[config.mk]
export PLATFORM = sky130hd
export DESIGN_NAME = cam_cmp_unit
export DESIGN_NICKNAME = d
export VERILOG_FILES = /design/src/rtl/cam_pkg.sv /design/src/rtl/cam_seg_ctr.sv /design/src/rtl/cam_mask_merge.sv /design/src/rtl/cam_prio_enc.sv /design/src/rtl/cam_cmp_unit.sv
export SDC_FILE = /design/constraint.sdc
export NUM_CORES = 2
export LEC_CHECK = 0
export BUFFER_PORTS_ARGS = -buffer_cell sky130_fd_sc_hd__buf_2
export CAP_MARGIN = 20
export CORE_UTILIZATION = 40
export DETAILED_ROUTE_END_ITERATION = 10
export PLACE_DENSITY_LB_ADDON = 0.08
export SETUP_SLACK_MARGIN = 0.4
export SLEW_MARGIN = 20
export SYNTH_ARGS = -nofsm -noshare
export SYNTH_HDL_FRONTEND = slang
export SYNTH_HIERARCHICAL = 1
export SYNTH_SLANG_ARGS = --single-unit
[constraint.sdc]
create_clock -name clk -period 11 [get_ports clk]
set_input_delay 2.2 -clock clk [delete_from_list [all_inputs] [get_ports clk]]
set_output_delay 2.2 -clock clk [all_outputs]
set_load 0.05 [all_outputs]
[src/rtl/cam_pkg.sv]
package cam_pkg;

  typedef enum logic [1:0] {
    DST_CMP  = 2'd0,
    DST_MSK1 = 2'd1,
    DST_MSK2 = 2'd2,
    DST_MEM  = 2'd3
  } dst_e;

  typedef enum logic [1:0] {
    MSEL_NONE = 2'd0,
    MSEL_M1   = 2'd1,
    MSEL_M2   = 2'd2,
    MSEL_OFF  = 2'd3
  } msel_e;

endpackage

[src/rtl/cam_seg_ctr.sv]
module cam_seg_ctr #(
  parameter int NSEG = 4,
  localparam int SB = $clog2(NSEG)
) (
  input  logic          clk,
  input  logic          rst,
  input  logic          load,
  input  logic          step,
  input  logic [SB-1:0] start,
  input  logic [SB-1:0] stop,
  output logic [SB-1:0] seg,
  output logic          wrap
);

  logic [SB-1:0] seg_q;
  logic [SB-1:0] seg_inc;

  always_comb begin
    if (seg_q == SB'(NSEG - 1)) seg_inc = '0;
    else                        seg_inc = seg_q + 1'b1;
  end

  always_ff @(posedge clk) begin
    if (rst)       seg_q <= '0;
    else if (load) seg_q <= start;
    else if (step) seg_q <= (seg_q == stop) ? start : seg_inc;
  end

  assign seg  = seg_q;
  assign wrap = step && (seg_q == stop);

endmodule

[src/rtl/cam_mask_merge.sv]
module cam_mask_merge #(
  parameter int W = 16
) (
  input  logic [W-1:0] old_val,
  input  logic [W-1:0] new_val,
  input  logic [W-1:0] keep,
  output logic [W-1:0] merged
);

  assign merged = (old_val & keep) | (new_val & ~keep);

endmodule

[src/rtl/cam_prio_enc.sv]
module cam_prio_enc #(
  parameter int N = 16,
  localparam int IW = $clog2(N)
) (
  input  logic [N-1:0]  req,
  output logic          found,
  output logic [IW-1:0] idx
);

  always_comb begin
    found = 1'b0;
    idx   = '0;
    for (int i = N - 1; i >= 0; i--) begin
      if (req[i]) begin
        found = 1'b1;
        idx   = IW'(i);
      end
    end
  end

endmodule

[src/rtl/cam_cmp_unit.sv]
module cam_cmp_unit
  import cam_pkg::*;
#(
  parameter int SEG_W    = 16,
  parameter int NSEG     = 4,
  parameter int CAM_SEGS = 3,
  parameter int DEPTH    = 16,
  localparam int SB        = $clog2(NSEG),
  localparam int ADDR_BITS = $clog2(DEPTH),
  localparam int ENTRY_W   = SEG_W * NSEG,
  localparam int CAM_W     = SEG_W * CAM_SEGS
) (
  input  logic                 clk,
  input  logic                 rst,
  input  logic                 seg_load,
  input  logic [SB-1:0]        seg_start,
  input  logic [SB-1:0]        seg_stop,
  input  logic [SB-1:0]        rd_seg,
  input  logic                 wr_en,
  input  logic [1:0]           wr_dst,
  input  logic [1:0]           wr_msel,
  input  logic [ADDR_BITS-1:0] wr_addr,
  input  logic                 wr_vld,
  input  logic [SEG_W-1:0]     wr_data,
  input  logic                 cmp_mask_en,
  output logic                 cmp_req,
  output logic                 match_flag,
  output logic [ADDR_BITS-1:0] match_addr,
  output logic [SEG_W-1:0]     rd_data
);

  dst_e  dst;
  msel_e msel;
  assign dst  = dst_e'(wr_dst);
  assign msel = msel_e'(wr_msel);

  // storage
  logic [ENTRY_W-1:0] mem_q [DEPTH];
  logic [DEPTH-1:0]   vld_q;
  logic [ENTRY_W-1:0] cmp_q;
  logic [ENTRY_W-1:0] msk1_q;
  logic [ENTRY_W-1:0] msk2_q;

  // write segment sequencing
  logic [SB-1:0] seg;
  logic          wrap;

  cam_seg_ctr #(.NSEG(NSEG)) u_seg_ctr (
    .clk   (clk),
    .rst   (rst),
    .load  (seg_load),
    .step  (wr_en),
    .start (seg_start),
    .stop  (seg_stop),
    .seg   (seg),
    .wrap  (wrap)
  );

  // masked segment merge
  logic [SEG_W-1:0] old_seg;
  logic [SEG_W-1:0] keep_seg;
  logic [SEG_W-1:0] merged_seg;

  always_comb begin
    if (dst == DST_MEM) old_seg = mem_q[wr_addr][seg*SEG_W +: SEG_W];
    else                old_seg = cmp_q[seg*SEG_W +: SEG_W];
    case (msel)
      MSEL_M1: keep_seg = msk1_q[seg*SEG_W +: SEG_W];
      MSEL_M2: keep_seg = msk2_q[seg*SEG_W +: SEG_W];
      default: keep_seg = '0;
    endcase
  end

  cam_mask_merge #(.W(SEG_W)) u_merge (
    .old_val (old_seg),
    .new_val (wr_data),
    .keep    (keep_seg),
    .merged  (merged_seg)
  );

  logic cmp_req_q;

  always_ff @(posedge clk) begin
    if (rst) begin
      cmp_q     <= '0;
      msk1_q    <= '0;
      msk2_q    <= '0;
      vld_q     <= '0;
      cmp_req_q <= 1'b0;
      for (int i = 0; i < DEPTH; i++) mem_q[i] <= '0;
    end else begin
      cmp_req_q <= wr_en && wrap && (dst != DST_MEM);
      if (wr_en) begin
        case (dst)
          DST_CMP:  cmp_q[seg*SEG_W +: SEG_W]  <= merged_seg;
          DST_MSK1: msk1_q[seg*SEG_W +: SEG_W] <= wr_data;
          DST_MSK2: msk2_q[seg*SEG_W +: SEG_W] <= wr_data;
          default: begin
            mem_q[wr_addr][seg*SEG_W +: SEG_W] <= merged_seg;
            vld_q[wr_addr] <= wr_vld;
          end
        endcase
      end
    end
  end

  // parallel compare over the CAM field
  logic [CAM_W-1:0] ign_bits;
  logic [DEPTH-1:0] hit;
  assign ign_bits = cmp_mask_en ? msk1_q[CAM_W-1:0] : '0;

  for (genvar gi = 0; gi < DEPTH; gi++) begin : g_hit
    assign hit[gi] = vld_q[gi] &&
      (((mem_q[gi][CAM_W-1:0] ^ cmp_q[CAM_W-1:0]) & ~ign_bits) == '0);
  end

  logic                 any_hit;
  logic [ADDR_BITS-1:0] hit_idx;

  cam_prio_enc #(.N(DEPTH)) u_prio (
    .req   (hit),
    .found (any_hit),
    .idx   (hit_idx)
  );

  logic                 flag_q;
  logic [ADDR_BITS-1:0] addr_q;
  logic [SEG_W-1:0]     rd_q;

  always_ff @(posedge clk) begin
    if (rst) begin
      flag_q <= 1'b0;
      addr_q <= '0;
      rd_q   <= '0;
    end else begin
      if (cmp_req_q) begin
        flag_q <= any_hit;
        addr_q <= any_hit ? hit_idx : '0;
      end
      rd_q <= flag_q ? mem_q[addr_q][rd_seg*SEG_W +: SEG_W] : '0;
    end
  end

  assign cmp_req    = cmp_req_q;
  assign match_flag = flag_q;
  assign match_addr = addr_q;
  assign rd_data    = rd_q;

endmodule

# [After elaboration in Yosys (flattened, before gate mapping)]
# Memory sizes are Yosys's and may differ from the RTL's. A register that Yosys moved wholly into a read port is not among the register bits.
# Cells that the tools add are included.
[op_classes] addsub=2 n_lt_le_gt_ge=2 eq_ne=8 shift=8 muxes=57 bitwise=39 n_reduce_logical=45
[op_table] cell="$and 48x48->48" n=16
[op_table] cell="$logic_not 48->1" n=16
[op_table] cell="$xor 48x48->48" n=16
[op_table] cell="$shiftx 64x7->16" n=5
[op_table] cell="$bwmux 64" n=3
[op_table] cell="$mux 64" n=3
[op_table] cell="$shiftx 16x34->64" n=2
[op_table] cell="$mux 4" n=20
[op_table] cell="$reduce_or 64->1" n=1
[op_table] cell="$shift 16x34->64 const A" n=1
[op_table] cell="$mux 48" n=1
[op_table] cell="$not 48->48" n=1
[op_table] cell="$neg 6->34" n=1
[op_table] cell="$and 16x16->16" n=2
[op_table] cell="$pmux 16 s2" n=1
[op_table] cell="$mux 1" n=22
[op_table] cell="$logic_and 1x1->1" n=20
[op_table] cell="$bwmux 16" n=1
[op_table] cell="$mux 16" n=1
[op_table] cell="$not 16->16" n=1
[op_table] cell="$or 16x16->16" n=1
[op_table] cell="$eq 2x2->1 const B" n=4
[op_table] cell="$mux 2" n=4
[op_table] cell="$reduce_and 2->1" n=4
[op_table] cell="other kinds (12)" n=14
[totals] register_bits=232 ram_bits=1024 input_bits=36 out_inout_bits=22 word_cells=171 memories=1
[mem_list] memory="mem_q" words=16 width=64 read_ports=18 rd_ports_with_merged_regs=1 write_ports=16 line="cam_cmp_unit.sv:38" text="logic [ENTRY_W-1:0] mem_q [DEPTH];"

# [Depth between registers and ports, before layout]
[logic_depth] depth_word=24 depth_mapped=17 mapped_depth_nobuf=12

# [By module]
# The synthesis kept the hierarchy.
[modules_own_cells] mod="cam_cmp_unit" instances=1 cells_each=6570 area_each_um2=73833.3 seq_area_each_um2=35434.0
[modules_own_cells] mod="cam_mask_merge" instances=1 cells_each=16 area_each_um2=240.2 seq_area_each_um2=0.0
[modules_own_cells] mod="cam_prio_enc" instances=1 cells_each=33 area_each_um2=178.9 seq_area_each_um2=0.0
[modules_own_cells] mod="cam_seg_ctr" instances=1 cells_each=15 area_each_um2=135.1 seq_area_each_um2=40.0

# [Worst setup path after synthesis]
# No wires, ideal clock.
[synth_path] kind="input port to flip-flop" startpoint="input port wr_addr[1]" endpoint="memory mem_q[11][58] in the netlist's numbering, data pin" setup_ns=0.266 arrival_time_ns=4.773 required_time_ns=10.734 slack_ns=5.961 stages=14 path_buffers=6 cell_sequence="buf_4 > buf_6 > buf_4 > buf_2 > mux2i_1 > o22ai_1 > a2111oi_0 > o221ai_1 > o31a_1 > mux2_4 > clkbuf_1 > nand2_1 > clkbuf_1 > nor2_1"
[synth_rtl] element="start: declaration" line="cam_cmp_unit.sv:22" text="input logic [ADDR_BITS-1:0] wr_addr,"
[synth_rtl] element="end: declaration" line="cam_cmp_unit.sv:38"

# [Worst setup path after layout]
[layout_path] startpoint="input port wr_addr[3]" endpoint="register cmp_q[45]"
[layout_between] elab_chain_cells=7
[layout_rtl] element="$mem_v2 16x64"
[layout_rtl] element="$shiftx 64x7->16" line="cam_cmp_unit.sv:65" text="if (dst == DST_MEM) old_seg = mem_q[wr_addr][seg*SEG_W +: SEG_W];"
[layout_rtl] element="$mux 16" line="cam_cmp_unit.sv:65"
[layout_rtl] element="named net old_seg[13]" line="cam_cmp_unit.sv:60" text="logic [SEG_W-1:0] old_seg;"
[layout_rtl] element="$and 16x16->16" line="cam_mask_merge.sv:10" text="assign merged = (old_val & keep) | (new_val & ~keep);"
[layout_rtl] element="$or 16x16->16" line="cam_mask_merge.sv:10"
[layout_rtl] element="named net merged_seg[13]" line="cam_cmp_unit.sv:62" text="logic [SEG_W-1:0] merged_seg;"
[layout_rtl] element="$shiftx 16x34->64" line="cam_cmp_unit.sv:95" text="DST_CMP: cmp_q[seg*SEG_W +: SEG_W] <= merged_seg;"
[layout_rtl] element="$bwmux 64" line="cam_cmp_unit.sv:95"
[layout_rtl] element="end signal: indexed assignment" line="cam_cmp_unit.sv:95"
[layout_rtl] element="end: declaration" line="cam_cmp_unit.sv:40" text="logic [ENTRY_W-1:0] cmp_q;"
# The timed path passes the listed nets, and every way through them passes these cells.
# A chain may end at the register's enable or synchronous reset.

==> impl_metrics.py <==
metrics = {
    "critical_path": {
        "crit_type": "primary input to flip-flop",
        "reg2reg_depth": 9,
        "cp.depth": 13,
        "end_kind": "flip-flop",
        "max_stage_delay_ps": 800,
        "critPathBufInv": 3,
        "cp_max_fo": 35,
        "cp.arrival_ps": 7890,
        "startpoint_type": "primary input",
        "cp_slowest_cell": "o21ai_0",
        "cp.required_ps": 11720,
        "cpLargestDelayFamily": "compound AO/OA/AOI/OAI gates",
        "path_cells": "buf_8, buf_4, buf_4, mux2_2, o21ai_0, o21ai_0, o211ai_1, a31oi_1, mux2_4, nand2_1, nor2_1, a21oi_1, nor2_1",
    },
    "floorplanning": {
        "die-area_sq_um": 188000,
        "core_area_sq_um": 184000,
        "die_w_um": 433,
        "num_rows": 157,
        "fp.dieH_um": 433,
        "io_pins": 58,
        "start_util_pct": 40.5,
    },
    "power": {
        "worst_ir_drop_vdd_mv": 0.120,
        "pwr_density_cell_nw_per_um2": 147,
        "p_leak_nw": 27.7,
    },
    "synth": {
        "synth_top_cell_by_area": "edfxtp_1",
        "yosys-top-cells-count": "1245 x nor2_1, 1024 x edfxtp_1, 412 x mux4_2, 407 x clkbuf_1, 388 x nand2_1",
        "synth_seq_area_share_pct": 47.7,
        "synth_warnings": 6,
        "syn_area_sq_um": 74400,
        "synth_most_common_cell": "nor2_1",
        "synth.distinct_cells": 65,
        "syn_inst": 6634,
        "synth_area_leaders": "edfxtp_1 41%, mux4_2 12%, dfxtp_1 6.4%, nor2_1 6.3%, mux2i_1 4.9%",
        "ys_seq_elements": 1260,
        "synth_edf_count": 1024,
        "synth_top_area_share_pct": 41.3,
        "synth_nets": 6676,
        "synth.avg_cell_area_sq_um": 11.2,
        "ys.flop_type": "edfxtp_1",
        "async_flop_share_pct": 0,
    },
    "clocking": {
        "cts_tree": "built",
        "cts_setup_buffers": 0,
        "path_clk_slew_ps": 60,
        "clk_latency_ps": 870,
        "numCtsBuffers": 150,
        "cts_max_level": 4,
        "root_buffer": "clkbuf_16",
        "hold_buffers": 0,
        "cts_resized": 0,
        "clock-sinks": 1260,
        "cts_buffer_depth": 3,
    },
    "hold_path": {
        "min_path_cells": 2,
        "hp-class": "flip-flop to flip-flop",
    },
    "global_route": {
        "grt_overflow": 0,
        "grt_max_degree": 111,
        "grt_usage_pct": 52.1,
        "grt_pass1_vias": 58600,
        "grt_antenna_before_repair": 72,
        "grt_pass1_wl_um": 629000,
    },
    "timing": {
        "tns_ps": 0,
        "grt_setup_unrepaired": "no",
        "worst_slew_pin_slew_ps": 1420,
        "final_max_slew_viol_count": 0,
        "skew_ps": 35.1,
        "max_freq_ghz": 0.140,
        "setup_viol": 0,
        "hold_slack_ps": 452,
        "min_period_ps": 7170,
        "final_hold_viol_count": 0,
        "slew_headroom_pct": 4.62,
        "period_share_pct": 65.2,
    },
    "drt": {
        "routed_wl_um": 497000,
        "dr.pass1.iters": 7,
        "first_iter_violations": 13300,
        "antenna_left": 0,
        "vias_per_cell": 7.33,
        "wl_per_cell_um": 54.5,
        "num_vias": 66900,
        "drc": 0,
    },
    "status": {
        "status": "completed",
    },
    "place": {
        "port_buffers": 57,
        "place_congestion": 1.30,
        "post-dp-hpwl_um": 364000,
    },
    "cells_and_area": {
        "syn_to_final_growth_pct": 11.0,
        "drive_gt1_share_pct": 17.2,
        "final_core_util_pct": 44.9,
        "nets": 6525,
    },
    "flow_run": {
        "max-cap-violations": 0,
    },
}
-- worst paths after layout --
| check | start | end | slack, ps |
|---|---|---|---|
| worst min register to register | msk2_q[58] | msk2_q[58] | 450 |
| worst max register to register | u_seg_ctr/seg[0] | mem_q[4][53] | 5770 |
| worst min-delay path | msk2_q[58] | msk2_q[58] | 450 |
| worst max-delay path | wr_addr[3] | cmp_q[45] | 3830 |
-- placed cells by master (no fill, tap or decap), types with 62 or more instances in the layout --
cell          n
a22oi_1      88
nor2_1     1243
xor2_1      384
mux4_2      412
nand3_1     147
clkbuf_16   152
nand2_1     386
a221oi_1    144
a21oi_1     218
buf_4       279
o21ai_0      98
nor3_1       62
xnor2_1     370
mux2i_1     364
dfxtp_1     231
edfxtp_1   1024
o22ai_1     293
-- stage by stage --
stage | instances | setup WS [ps] | total power, mW | cell area (sq um)
finish | 9125 | 3830 | 12.1 | 82600
global placement | 8790 | 3180 | 6.99 | 77400
detailed placement | 8794 | 3350 | 6.99 | 77500
global route | 9077 | 4070 | 12.2 | 82400
floorplan | 6634 | 5960 | 6.16 | 74400
CTS | 9071 | 4220 | 11.9 | 82300
-- state kept, by name, summed over array words and instances (netlist names), 2 cells and up, named ones only --
signal         cells
mem_q           1024
msk2_q            64
cmp_q             64
u_seg_ctr/seg      2
rd_data           16
msk1_q            64
vld_q             16
match_addr         4
-- cell families (layout without fill, tap and decap cells) --
| logic type | Yosys count | in the layout | share of synthesized area (%) |
|---|---|---|---|
| mux | 824 | 824 | 18.2 |
| compound gates | 1036 | 1036 | 9.31 |
| fa+ha+maj | 6 | 6 | 0.101 |
| simple gates | 2080 | 2080 | 11.7 |
| flops | 1260 | 1260 | 47.7 |
| buf+inv | 658 | 632 | 3.90 |
| xor+xnor | 770 | 770 | 9.07 |
| other cells | 0 | 53 | 0 |
-- worst register-to-register path: stages, from the launching register on --
cell and delay [ps]:
dfxtp_4 560, inv_1 370, buf_4 660, o21ai_0 260
a21oi_1 830, nor2_1 80, a32oi_1 780, mux2_4 590
nand2_1 620, nor2_1 310
-- where the power goes --
part	switching, mW	internal (mW)	leakage, nW
logic	1.19	0.380	12.9
registers	0.175	5.28	12.5
clock network	2.25	2.83	2.34
total	3.62	8.49	27.7
-- routing by layer --
metal / GRT usage, % / share of wire (%) / up-vias
met2: 69.4 / 39 / 6608
li1: - / - / 24300
met1: 63.7 / 36 / 34400
met5: 1.28 / 0.13 / -
met4: 37.4 / 9.3 / 26
met3: 26.8 / 16 / 1563
-- area by class of cell --
class,count,area [sq um]
timing repair buffer,348,2660
tap,2464,3080
fill,17500,101000
clock inverter,79,707
inverter,7,26.3
multi-input combinational,4716,36400
sequential,1260,35500
clock buffer,198,4080
antenna,53,133
Note: power is estimated with default switching activity, not from simulation.
